[src/rtl/cfgl_pkg.sv]
package cfgl_pkg;

  // Which value drives the configuration outputs this cycle.
  typedef enum logic [1:0] {
    SRC_HOLD = 2'd0,
    SRC_SER  = 2'd1,
    SRC_PAR  = 2'd2
  } cfg_src_e;

  // Parallel path outranks the serial path when both are open.
  function automatic cfg_src_e pick_source(input logic par_open, input logic ser_open);
    if (par_open)      return SRC_PAR;
    else if (ser_open) return SRC_SER;
    else               return SRC_HOLD;
  endfunction

endpackage

[src/rtl/cfgl_shifter.sv]
module cfgl_shifter #(
  parameter int WORD_W = 11
) (
  input  logic              clk,
  input  logic              rst_n,
  input  logic              ser_clk,
  input  logic              ser_data,
  output logic [WORD_W-1:0] word
);

  logic ser_clk_q;
  logic ser_rise;

  // Rising edge of the serial clock as seen from clk.
  always_ff @(posedge clk or negedge rst_n) begin
    if (!rst_n) ser_clk_q <= 1'b0;
    else        ser_clk_q <= ser_clk;
  end

  assign ser_rise = ser_clk & ~ser_clk_q;

  always_ff @(posedge clk or negedge rst_n) begin
    if (!rst_n)        word <= '0;
    else if (ser_rise) word <= {word[WORD_W-2:0], ser_data};
  end

  AST_SHIFT_IN: assert property (@(posedge clk) disable iff (!rst_n)
    ser_rise |=> (word[0] == $past(ser_data)) && (word[WORD_W-1:1] == $past(word[WORD_W-2:0])));
  AST_NO_SHIFT: assert property (@(posedge clk) disable iff (!rst_n)
    !ser_rise |=> $stable(word));

endmodule

[src/rtl/cfgl_latch.sv]
module cfgl_latch
  import cfgl_pkg::*;
#(
  parameter int               WORD_W  = 11,
  parameter logic [WORD_W-1:0] RST_VAL = '1
) (
  input  logic              clk,
  input  logic              rst_n,
  input  logic              par_open,
  input  logic              ser_open,
  input  logic [WORD_W-1:0] par_word,
  input  logic [WORD_W-1:0] ser_word,
  output logic [WORD_W-1:0] cfg_out
);

  cfg_src_e          src;
  logic [WORD_W-1:0] held_q;

  always_comb begin
    src = pick_source(par_open, ser_open);
    unique case (src)
      SRC_PAR: cfg_out = par_word;
      SRC_SER: cfg_out = ser_word;
      default: cfg_out = held_q;
    endcase
  end

  // Refresh every cycle: the value shown while open is what remains on close.
  always_ff @(posedge clk or negedge rst_n) begin
    if (!rst_n) held_q <= RST_VAL;
    else        held_q <= cfg_out;
  end

  AST_HOLD_STABLE: assert property (@(posedge clk) disable iff (!rst_n)
    (src == SRC_HOLD) |=> ((src != SRC_HOLD) || $stable(cfg_out)));
  AST_PAR_WINS: assert property (@(posedge clk) disable iff (!rst_n)
    (par_open && ser_open) |-> (cfg_out == par_word));

endmodule

[src/rtl/cfg_divider_latch.sv]
module cfg_divider_latch #(
  parameter int M_W = 9,
  parameter int N_W = 2
) (
  input  logic           clk,
  input  logic           rst_n,
  input  logic           ser_clk,
  input  logic           ser_data,
  input  logic           ser_load,
  input  logic           par_load,
  input  logic [M_W-1:0] par_m,
  input  logic [N_W-1:0] par_n,
  output logic [M_W-1:0] div_m,
  output logic [N_W-1:0] div_n
);

  localparam int WORD_W = M_W + N_W;

  logic [WORD_W-1:0] sh_word;
  logic [WORD_W-1:0] cfg_word;

  cfgl_shifter #(.WORD_W(WORD_W)) u_shift (
    .clk      (clk),
    .rst_n    (rst_n),
    .ser_clk  (ser_clk),
    .ser_data (ser_data),
    .word     (sh_word)
  );

  cfgl_latch #(.WORD_W(WORD_W), .RST_VAL('1)) u_latch (
    .clk      (clk),
    .rst_n    (rst_n),
    .par_open (~par_load),
    .ser_open (ser_load),
    .par_word ({par_n, par_m}),
    .ser_word (sh_word),
    .cfg_out  (cfg_word)
  );

  assign div_n = cfg_word[WORD_W-1:M_W];
  assign div_m = cfg_word[M_W-1:0];

  AST_PAR_TRACK: assert property (@(posedge clk) disable iff (!rst_n)
    !par_load |-> ({div_n, div_m} == {par_n, par_m}));
  AST_SER_TRACK: assert property (@(posedge clk) disable iff (!rst_n)
    (ser_load && par_load) |-> ({div_n, div_m} == sh_word));
  AST_PAR_CAPTURE: assert property (@(posedge clk) disable iff (!rst_n)
    ($rose(par_load) && !ser_load) |-> ({div_n, div_m} == $past({par_n, par_m})));
  AST_SER_CAPTURE: assert property (@(posedge clk) disable iff (!rst_n)
    ($fell(ser_load) && par_load && $past(par_load)) |-> ({div_n, div_m} == $past(sh_word)));

endmodule

[config.mk]
export PLATFORM = sky130hd
export DESIGN_NAME = cfg_divider_latch
export DESIGN_NICKNAME = d
export VERILOG_FILES = /design/src/rtl/cfgl_pkg.sv /design/src/rtl/cfgl_shifter.sv /design/src/rtl/cfgl_latch.sv /design/src/rtl/cfg_divider_latch.sv
export SDC_FILE = /design/constraint.sdc
export NUM_CORES = 1
export LEC_CHECK = 0
export ABC_AREA = 1
export ABC_CLOCK_PERIOD_IN_PS = 850
export BUFFER_PORTS_ARGS = -buffer_cell sky130_fd_sc_hd__buf_2
export CAP_MARGIN = 20
export CELL_PAD_IN_SITES_DETAIL_PLACEMENT = 1
export CELL_PAD_IN_SITES_GLOBAL_PLACEMENT = 1
export CORE_MARGIN = 4
export CORE_UTILIZATION = 35
export CTS_BUF_LIST = sky130_fd_sc_hd__clkbuf_2 sky130_fd_sc_hd__clkbuf_4 sky130_fd_sc_hd__clkbuf_8
export CTS_CLUSTER_DIAMETER = 50
export DETAILED_ROUTE_END_ITERATION = 6
export GPL_TIMING_DRIVEN = 0
export PLACE_DENSITY = 0.74
export SYNTH_ARGS = -nofsm -noshare
export SYNTH_HDL_FRONTEND = slang
export SYNTH_HIERARCHICAL = 1
export SYNTH_SLANG_ARGS = --single-unit
export TNS_END_PERCENT = 30
[constraint.sdc]
create_clock -name clk -period 0.85 [get_ports clk]
set_input_delay 0.1275 -clock clk [delete_from_list [all_inputs] [get_ports clk]]
set_output_delay 0.1275 -clock clk [all_outputs]
set_load 0.005 [all_outputs]
== Word level (Yosys, flattened, before mapping) ==
Index checks and enable logic that the tools add are counted.
Widths: inputs -> output; s select.
Word-level totals
  bits in registers: 23
Operators by class
  equality and inequality tests: 2
  bitwise gates (word level): 2
  mux-type cells: 3
Operators with widths (count)
  $pmux 11 s2: 1
  $eq 2x1->1 const B: 1
  $eq 2x2->1 const B: 1
  $mux 2: 1
  $and 1x1->1: 1
  $mux 1: 1
  $not 1->1: 1

== Depth between registers and ports, before layout ==
Gate-level depths: netlist of the first run.
  word-level depth: 4
  gate-level depth with buffers: 5
  depth with buffers taken out: 4

== Cells and area by module ==
Netlist of the first run, hierarchy kept.
By module, submodules not included
  cfgl_latch: instances 1, area an instance 526.8 um2, cells each 61
  cfgl_shifter: instances 1, area an instance 469.2 um2, cells each 50
  cfg_divider_latch: instances 1, area an instance 3.8 um2, cells each 1

== Worst setup path after synthesis of the first run ==
Ideal clock, no wire load.
  path type: flip-flop to flip-flop
  from: register u_shift.ser_clk_q
  to: register u_shift.word[0]
  buffers on the path: 1
  slack: 0.054 ns
  arrival: 0.680 ns
  period minus slack after synthesis: 0.796 ns
  cell stages (with the launch flop): 6
  path through: dfrtp_1 -> inv_2 -> nand2_1 -> buf_6 -> nand2_1 -> nand2_1
On the way
  cells in the longest elaborated chain, start to end: 2
RTL lines
  start, declared: RTL line cfgl_shifter.sv:11  | logic ser_clk_q;
  start signal, assigned: RTL line cfgl_shifter.sv:17  | else ser_clk_q <= ser_clk;
  $not 1->1: RTL line cfgl_shifter.sv:20  | assign ser_rise = ser_clk & ~ser_clk_q;
  $and 1x1->1: RTL line cfgl_shifter.sv:20
  end signal, assigned: RTL line cfgl_shifter.sv:24  | else if (ser_rise) word <= {word[WORD_W-2:0], ser_data};
  end, declared: RTL line cfgl_shifter.sv:8  | output logic [WORD_W-1:0] word
No other way between the ends.
A chain may end at the register's enable or synchronous reset.

== Worst setup path in the final report of the first run ==
  from: register u_shift.word[2]
  to: output port div_m[2]
On the way
  cells in the longest elaborated chain, start to end: 1
RTL lines
  $pmux 11 s2: RTL line cfgl_latch.sv:21  | unique case (src)
  end, declared: RTL line cfg_divider_latch.sv:13  | output logic [M_W-1:0] div_m,
No other way between the ends.

==> flow_summary.ini, run 1 <==
[detailed_routing]
first_iter_violations = 39
met1_length_microns = 1150
ant_nets = 0
routed-wl-met3_microns = 135
route.met2.wl_microns = 1330
wire_per_inst_microns = 14.3
route.vias.total = 909
routed_wl_microns = 2640
dr.pass1.iters = 5
drc = 0
top_layer = met4
routed_via_density = 4.91

[clock_network]
cts_tree = built
htreeDepth = 1
cts_buffers = 3
clk_latency_ns = 0.30
cts.sinks = 23
path_clk_slew_ns = 0.12
cts_root_buffer = clkbuf_4
clock_path_buffers = 2

[floorplan]
die_area_sq_um = 3780
num_rows = 19
die_h_microns = 61.4
start_util = 0.366
io_pins = 28
fp.coreArea_sq_um = 2730
fp.dieW_microns = 61.4

[global_routing]
first_global_vias = 890
grt_max_degree = 24
grt_antenna_before_repair = 0
track_usage = 0.147
grt_pass1_wl_microns = 4000
grt_overflow = 0

[placement]
hpwlAfterDp_microns = 1800
gp_congestion = 0.712
placed_cells = 170
pre_cts_ws_ns = -0.171
portBuffers = 27
place_area_sq_um = 1170

[synthesis]
synth_nets = 129
ys_seq_area_frac = 0.589
avgSynthCellArea_sq_um = 8.93
syn-cell-area_sq_um = 1000
ys_warn_count = 6
netlist-cell-type-count = 10
ys_ff_latch = 23
synthCells = 112

[sta]
finalHoldViolCount = 0
setup_viol = 19
fin_crit_ns = 1.23
skew_ns = 0.00413
maxSlewViolCount = 0
relSlewSlack = 0.661
setup_ws_ns = -0.375
rsz0062_at_grt = true
tns_ns = -3.96
holdWs_ns = 0.0497
max_freq_mhz = 816
worst_pin_slew_ns = 0.509
min_period_over_period = 1.44

[layout]
fin_area_sq_um = 1380
num_antenna_cells = 0
drive_above_1_share = 0.545
final_nets = 172
stdcell_count = 185
area_delta_synth_final_pct = 38.2
final_util = 0.505

[critical_path]
endpoint_kind = output pin
cp.arrival_ns = 1.10
cp.required_ns = 0.72
path_max_fanout = 3
worstSetupPathType = reg2out
startpoint_type = flop

[pwr]
ir_worst_vdd_uv = 985
powerDensity_nw_per_um2 = 1800
leakage_nw = 0.752
power.total_mw = 2.49

[outcome]
violations = negative setup slack
status = finished, violations left

[worst_hold_path]
worstHoldPathType = in2reg

[run]
drv_cap = 0
[worst paths after layout]
check | start | to | slack, ns | depth (start not counted)
worst min register to register | u_latch/held_q[3]$_DFF_PN1_ | u_latch/held_q[3]$_DFF_PN1_ | 0.50 | 2
min in group asynchronous | rst_n | u_shift/word[3]$_DFFE_PN0P_ | 0.31 | 2
max in group asynchronous | rst_n | u_latch/held_q[7]$_DFF_PN1_ | 0.17 | 2
worst max register to register | u_shift/ser_clk_q$_DFF_PN0_ | u_shift/word[4]$_DFFE_PN0P_ | -0.03 | 5
worst min-delay path | ser_data | u_shift/word[0]$_DFFE_PN0P_ | 0.05 | 3
worst max-delay path | u_shift/word[2]$_DFFE_PN0P_ | div_m[2] | -0.38 | 3
[layout by cell type (no fill, tap or decap)]
cell,n
nand2_1,34
buf_2,28
nand3_1,21
buf_4,12
nand3_2,12
dfrtp_1,12
nand2_2,11
dfstp_2,11
clkbuf_4,4
buf_6,3
dlygate4sd3_1,2
inv_2,2
inv_1,1
nor2_2,1
[per-layer routing]
| layer | vias to the layer above | GRT usage |
|---|---|---|
| met3 | 2 | 0.0252 |
| li1 | 448 | - |
| met4 | 0 | 0.0636 |
| met2 | 18 | 0.251 |
| met1 | 441 | 0.181 |
| met5 | - | 0 |
[cell usage after synthesis]
| library cell | n | area (sq um) |
|---|---|---|
| buf_2 | 2 | 10.0 |
| buf_4 | 2 | 15.0 |
| buf_6 | 3 | 33.8 |
| dfrtp_1 | 12 | 300 |
| dfstp_2 | 11 | 289 |
| inv_1 | 1 | 3.75 |
| inv_2 | 2 | 7.51 |
| nand2_1 | 45 | 169 |
| nand3_1 | 33 | 165 |
| nor2_2 | 1 | 6.26 |
[registers in the layout (all words and copies together) (netlist names)]
signal	count
u_latch/held_q	11
u_shift/ser_clk_q	1
u_shift/word	11
[worst max-delay path: stages (launching register included)]
cell     delay [ns]
dfrtp_1        0.43
nand3_1        0.13
nand3_2        0.09
buf_2          0.14
[report_power, final]
| group | switching (mW) | internal [mW] |
|---|---|---|
| combinational | 0.272 | 0.270 |
| sequential | 0.121 | 1.30 |
| clock | 0.315 | 0.215 |
[area by class of cell]
cell class / count / area, sq um
fill: 343 / 1350
inverter: 3 / 11.3
buffer: 7 / 61.3
timing repair buffer: 38 / 223
clock buffer: 4 / 30.0
sequential: 23 / 589
tap: 31 / 38.8
multi-input combinational: 79 / 428
[cell families (layout without fill, tap and decap cells)]
kind of cell / Yosys count / count (layout) / share of synthesized area
flip-flops: 23 / 23 / 0.589
buffers and inverters: 10 / 52 / 0.0701
AND/OR/NAND/NOR: 79 / 79 / 0.340
[repair_timing]
action,4_1_cts,5_1_grt
setup endpoints to repair,21,23
hold buffers,2,0
buffers inserted,6,3
pin swaps,1,0
gates resized for setup,13,12
endpoints found under the hold margin,13,0
Power figures use the tool's default switching activity.
==> run 2, diff against run 1 <==
--- a/config.mk
+++ b/config.mk
@@ -5,15 +5,14 @@
 export SDC_FILE = /design/constraint.sdc
 export NUM_CORES = 1
 export LEC_CHECK = 0
-export ABC_AREA = 1
 export ABC_CLOCK_PERIOD_IN_PS = 850
 export BUFFER_PORTS_ARGS = -buffer_cell sky130_fd_sc_hd__buf_2
 export CAP_MARGIN = 20
 export CELL_PAD_IN_SITES_DETAIL_PLACEMENT = 1
 export CELL_PAD_IN_SITES_GLOBAL_PLACEMENT = 1
 export CORE_MARGIN = 4
-export CORE_UTILIZATION = 35
-export CTS_BUF_LIST = sky130_fd_sc_hd__clkbuf_2 sky130_fd_sc_hd__clkbuf_4 sky130_fd_sc_hd__clkbuf_8
+export CORE_UTILIZATION = 38
+export CTS_BUF_LIST = sky130_fd_sc_hd__clkbuf_4
 export CTS_CLUSTER_DIAMETER = 50
 export DETAILED_ROUTE_END_ITERATION = 6
 export GPL_TIMING_DRIVEN = 0
==> run 2 against run 1 <==
Net effect: the run still ends with negative setup slack left; register-to-register slack lost 0.25 ns; critical endpoint is now div_n[1]; synthesized cell count shrank 35%; clock skew down 0.0030 ns; count of clock-buffer cells in the layout decreased by 1; flip-flop and latch count unchanged; critical path depth did not move; critical path type unchanged; non-clock buffer count shrank 7; clock power down 9.2%; die area is 5.6% lower; maximum frequency decreased by 9.8%; global-route usage down 2.3 points; sequential share of layout area up 3.0 points.
==> flow_summary.ini, run 2 <==
[global_routing]
grt_max_degree = 24
first_global_vias = 716
grt_pass1_wl_microns = 3270
grt_overflow = 0
grt_antenna_before_repair = 0
track_usage = 0.123

[synthesis]
synth_ff_type = dfrtp_1
synth_top_area_frac = 0.296
synth.most_common_cell = dfrtp_1
ys_seq_area_frac = 0.580
yosys.area.top_type = dfrtp_1
synthTopCellsByCount = 12 x dfrtp_1, 11 x dfstp_2, 11 x mux2i_1, 11 x nand2_1
avgSynthCellArea_sq_um = 13.9
synth_edf_count = 0
async_flop_share = 1.00
netlist-cell-type-count = 14
ys_warn_count = 6
synth_nets = 90
synthCells = 73
ys_ff_latch = 23
synthTopCellsByArea = dfrtp_1 30%, dfstp_2 28%, mux2_4 15%, mux2i_1 11%, o21ai_1 4.9%
syn-cell-area_sq_um = 1020

[sta]
fin_crit_ns = 1.36
max_freq_mhz = 736
worst_pin_slew_ns = 0.490
setup_ws_ns = -0.509
holdWs_ns = 0.0355
relSlewSlack = 0.673
min_period_over_period = 1.60
setup_viol = 27
skew_ns = 0.00110
maxSlewViolCount = 0
finalHoldViolCount = 0
rsz0062_at_grt = true

[critical_path]
cp.arrival_ns = 1.23
cp.required_ns = 0.72
path_max_fanout = 2
crit_path_top_delay_cell = dfstp_2
startpoint_type = flop
worstSetupPathType = reg2out
endpoint_kind = output pin
cp_cell_sequence = mux2i_1 > o21ai_1 > buf_2
rr_worst_depth = 3
max_stage_delay_ns = 0.54

[floorplan]
fp.dieW_microns = 59.7
start_util = 0.403
die_area_sq_um = 3560
io_pins = 28
die_h_microns = 59.7
fp.coreArea_sq_um = 2520
num_rows = 18

[pwr]
powerDensity_nw_per_um2 = 2360
ir_worst_vdd_uv = 1480
leakage_nw = 0.638

[clock_network]
cts_root_buffer = clkbuf_4
clk_latency_ns = 0.30
htreeDepth = 1
cts.sinks = 23
cts_buffers = 3
cts_tree = built
path_clk_slew_ns = 0.12
clock_path_buffers = 2

[detailed_routing]
routed_via_density = 4.72
route.vias.total = 665
wire_per_inst_microns = 15.3
dr.pass1.iters = 2
routed_wl_microns = 2150
first_iter_violations = 5
drc = 0
ant_nets = 0

[worst_hold_path]
hold_depth = 3
worstHoldPathType = in2reg

[outcome]
status = finished, violations left
violations = negative setup slack

[placement]
placed_cells = 130
hpwlAfterDp_microns = 1550
portBuffers = 27
gp_congestion = 0.700

[layout]
area_delta_synth_final_pct = 27.0
fillers = 276
top_regs = u_latch/held_q: 11 flops, u_shift/word: 11 flops, u_shift/ser_clk_q: 1 flops
mostFrequentLayoutCell = buf_2
num_antenna_cells = 0
final_cell_mix = 28 x buf_2, 12 x dfrtp_1, 11 x nand2_1, 11 x dfstp_2
drive_above_1_share = 0.586
stdcell_count = 141
final_nets = 129
final_util = 0.511

[run]
drv_cap = 0
## run 2: cell count changes in the layout (fill, tap and decap cells not counted), sizes merged, moves of 8 or more
cell   before  now
o21ai       0   11
nand2      45   11
mux2        0   11
mux2i       0   11
buf        43   35
nand3      33    0
## run 2: timing repair
action,CTS,global route
setup buffers,1,4
cloned,0,0
pin swaps,1,6
setup endpoints to repair,25,32
hold endpoints to repair,13,0
hold buffers,2,0
gates resized for setup,1,3
## run 2: final timing paths
kind                                                   start                      endpoint  slack [ns]
worst min register to register  u_shift/word[10]$_DFFE_PN0P_  u_shift/word[10]$_DFFE_PN0P_        0.54
max in group asynchronous                              rst_n   u_latch/held_q[2]$_DFF_PN1_        0.19
min in group asynchronous                              rst_n   u_shift/word[9]$_DFFE_PN0P_        0.31
worst min-delay path                                par_m[1]   u_latch/held_q[1]$_DFF_PN1_        0.04
worst max register to register   u_shift/ser_clk_q$_DFF_PN0_  u_shift/word[10]$_DFFE_PN0P_       -0.28
worst max-delay path            u_latch/held_q[10]$_DFF_PN1_                      div_n[1]       -0.51
## run 2: critical path: cells and delay by family (launching register included)
family,cells,cell delay (ns)
compound gates,1,0.19
buf+inv,1,0.15
mux,1,0.07
flops,1,0.54
## run 2: power by group
group	switching, mW	internal [mW]	leakage, nW
logic	0.301	0.564	0.361
registers	0.232	1.47	0.260
clock network	0.306	0.175	0.0177
## run 2: cell families after synthesis
kind of cell / Yosys count / synth area share
flops: 23 / 0.580
mux: 22 / 0.267
simple gates: 12 / 0.0542
compound gates: 11 / 0.0542
buf+inv: 5 / 0.0443
## run 2: final cells by class
cell class                      count  area, sq um  area share
Sequential cell                    23          589       0.457
Multi-Input combinational cell     45          398       0.308
Timing Repair Buffer               34          193       0.149
Buffer                              4         41.3      0.0320
Tap cell                           30         37.5      0.0291
Clock buffer                        3         22.5      0.0175
Clock inverter                      1         5.00     0.00388
Inverter                            1         3.75     0.00291
## run 2: routing by layer
metal / share of wire / up-vias / track usage / routed length, microns
li1: - / 324 / - / -
met1: 0.46 / 323 / 0.170 / 993
met2: 0.49 / 18 / 0.208 / 1050
met3: 0.049 / 0 / 0.0194 / 106
met4: 0 / 0 / 0.0190 / 0
met5: 0 / - / 0 / 0
## run 2: metrics by stage
step                      setup TNS, ns  instance area, sq um  power, mW  setup slack, ns
final                             -8.61                  1290       3.05           -0.509
after global routing             -10.23                  1290       3.25           -0.637
after CTS                         -8.64                  1240       3.00           -0.537
after detailed placement          -4.95                  1190       2.49           -0.270
after global placement            -4.39                  1190       2.44           -0.255
after floorplan                   -2.41                  1020       2.19           -0.222
==> run 3, diff against run 2 <==
--- a/config.mk
+++ b/config.mk
@@ -12,13 +12,12 @@
 export CELL_PAD_IN_SITES_GLOBAL_PLACEMENT = 1
 export CORE_MARGIN = 4
 export CORE_UTILIZATION = 38
-export CTS_BUF_LIST = sky130_fd_sc_hd__clkbuf_4
+export CTS_BUF_LIST = sky130_fd_sc_hd__clkbuf_2
 export CTS_CLUSTER_DIAMETER = 50
 export DETAILED_ROUTE_END_ITERATION = 6
 export GPL_TIMING_DRIVEN = 0
 export PLACE_DENSITY = 0.74
 export SYNTH_ARGS = -nofsm -noshare
 export SYNTH_HDL_FRONTEND = slang
-export SYNTH_HIERARCHICAL = 1
 export SYNTH_SLANG_ARGS = --single-unit
 export TNS_END_PERCENT = 30
==> run 3 against run 2 <==
Net effect: sequential share of layout area fell by 2.3 points; die area fell by 0.42%; the flow still finishes with violations (negative setup slack); via count rose by 7.4%; critical endpoint is now div_m[0]; synthesized cell count fell by 1.4%; worst hold slack got worse by 0.029 ns; sequential power barely moved; clock power fell by 7.5%.
==> flow_summary.ini, run 3 <==
[detailed_routing]
drc = 0
first_iter_violations = 3
wire_per_inst_microns = 15.6
routed_wl_microns = 2270
route.vias.total = 714
routed_via_density = 4.89
dr.pass1.iters = 3
ant_nets = 0

[global_routing]
grt_overflow = 0
track_usage = 0.134
grt_pass1_wl_microns = 3460
grt_max_degree = 24
first_global_vias = 784
grt_antenna_before_repair = 0

[critical_path]
startpoint = u_latch.held_q[0]$_DFF_PN1_
cp_cell_sequence = mux2i_1 > a21oi_2 > buf_2
timing.rr.start = u_shift.ser_clk_q$_DFF_PN0_
startpoint_type = flop
endpoint_kind = output pin
rr_worst_depth = 3
cp.required_ns = 0.72
cp.arrival_ns = 1.29
reg2reg_to = u_shift.word[8]$_DFFE_PN0P_
crit_path_top_delay_cell = dfstp_2
reg2reg_slack_ns = -0.31
max_stage_delay_ns = 0.57
cp-endpoint = div_m[0]
worstSetupPathType = reg2out
path_max_fanout = 2

[synthesis]
ys_seq_area_frac = 0.583
synth_ff_type = dfrtp_1
synthTopCellsByCount = 12 x dfrtp_1, 11 x a21oi_1, 11 x dfstp_2, 11 x mux2i_1, 11 x nor2_1
synth_nets = 89
netlist-cell-type-count = 12
synth_top_area_frac = 0.297
synthCells = 72
synth.most_common_cell = dfrtp_1
synthTopCellsByArea = dfrtp_1 30%, dfstp_2 29%, mux2_4 15%, mux2i_1 11%, a21oi_1 5.4%
async_flop_share = 1.00
yosys.area.top_type = dfrtp_1
ys_warn_count = 0
syn-cell-area_sq_um = 1010
synth_edf_count = 0
ys_ff_latch = 23
avgSynthCellArea_sq_um = 14.0

[clock_network]
cts_root_buffer = clkbuf_2
cts_tree = built
htreeDepth = 1
cts_buffers = 3
clock_path_buffers = 2
cts.sinks = 23
path_clk_slew_ns = 0.23
clk_latency_ns = 0.35
cts_hold_buf = 3

[layout]
final_nets = 134
drive_above_1_share = 0.664
fillers = 277
num_antenna_cells = 0
area_delta_synth_final_pct = 34.3
top_regs = u_latch.held_q: 11 flops, u_shift.word: 11 flops, u_shift.ser_clk_q: 1 flops
mostFrequentLayoutCell = buf_2
stdcell_count = 146
final_cell_mix = 28 x buf_2, 12 x dfrtp_1, 11 x nor2_1, 11 x dfstp_2, 10 x mux2_4

[sta]
max_freq_mhz = 707
setup_ws_ns = -0.564
min_period_over_period = 1.66
holdWs_ns = 0.00692
skew_ns = 0.0209
rsz0062_at_grt = true
relSlewSlack = 0.582
setup_viol = 29
maxSlewViolCount = 0
fin_crit_ns = 1.41
finalHoldViolCount = 0
worst_pin_slew_ns = 0.626

[placement]
placed_cells = 129
portBuffers = 27
gp_congestion = 0.655
hpwlAfterDp_microns = 1460

[floorplan]
num_rows = 18
die_area_sq_um = 3550
io_pins = 28
die_h_microns = 59.6
start_util = 0.404
fp.dieW_microns = 59.6
fp.coreArea_sq_um = 2500

[pwr]
leakage_nw = 0.651
ir_worst_vdd_uv = 1050
powerDensity_nw_per_um2 = 2310

[outcome]
violations = negative setup slack
status = finished, violations left

[run]
drv_cap = 0

[worst_hold_path]
worstHoldPathType = in2reg
[run 3: changes by cell type in the layout (fill, tap and decap cells not counted), sizes merged]
cell,delta
nand2,-11
o21ai,-11
a21oi,+11
clkbuf,-1
buf,+6
inv,-1
dlygate4sd3,+1
nor2,+11
[run 3: worst min-delay path by stage]
stage,startpoint,endpoint,slack (ns),depth (start not counted)
after floorplan,rst_n,u_shift.ser_clk_q$_DFF_PN0_,-0.17,0
after global placement,rst_n,u_shift.ser_clk_q$_DFF_PN0_,0.12,1
after detailed placement,rst_n,u_shift.word[7]$_DFFE_PN0P_,0.12,1
after CTS,par_m[7],u_latch.held_q[7]$_DFF_PN1_,-0.02,3
after global routing,par_m[6],u_latch.held_q[6]$_DFF_PN1_,-0.02,3
final,par_m[6],u_latch.held_q[6]$_DFF_PN1_,0.007,3
[run 3: repair_timing]
| action | CTS | global route |
|---|---|---|
| resized for setup | 0 | 13 |
| buffers inserted | 7 | 3 |
| pin swaps | 11 | 5 |
| endpoints found under the hold margin | 17 | 2 |
| endpoints found under the setup margin | 33 | 33 |
[run 3: area by class of cell]
type,count,area (sq um),share of cell area
flip-flops and latches,23,589,0.434
multi-input cells,45,419,0.309
repair buffers,40,251,0.185
plain buffers,4,40.0,0.0295
well taps,30,37.5,0.0276
clock buffers,3,15.0,0.0111
clock inverters,1,5.00,0.00369
[run 3: logic make-up after synthesis]
kind of cell	count (synthesis)	synth area share
simple gates	12	0.0545
flops	23	0.583
buf+inv	4	0.0396
mux	22	0.269
compound gates	11	0.0545
[run 3: where the power goes]
group	total, mW	switching [mW]	internal (mW)
combinational	0.979	0.338	0.641
sequential	1.70	0.234	1.47
clock	0.445	0.339	0.107
total	3.13	0.911	2.22
[run 3: through the flow]
| stage | setup slack [ns] | TNS, ns | util | power [mW] | cell area, sq um |
|---|---|---|---|---|---|
| finish | -0.564 | -10.12 | 0.543 | 3.13 | 1360 |
| global route | -0.654 | -11.80 | 0.543 | 3.31 | 1360 |
| CTS | -0.605 | -10.24 | 0.515 | 3.03 | 1290 |
| detailed placement | -0.275 | -6.37 | 0.473 | 2.49 | 1180 |
| global placement | -0.261 | -5.79 | 0.473 | 2.43 | 1180 |
| floorplan | -0.222 | -2.54 | - | 2.20 | 1010 |
[run 3: metal layers]
metal / up-vias / share of wire / global-route usage
li1: 335 / - / -
met1: 354 / 0.40 / 0.147
met2: 22 / 0.53 / 0.253
met3: 3 / 0.055 / 0.0283
met4: 0 / 0.012 / 0.0475
met5: - / 0 / 0
[run 3: critical path: cells and delay by family (launching register included)]
| kind | cells | cell delay [ns] |
|---|---|---|
| DFF | 1 | 0.57 |
| AOI/OAI and AO/OA | 1 | 0.17 |
| buffers and inverters | 1 | 0.13 |
| muxes | 1 | 0.07 |
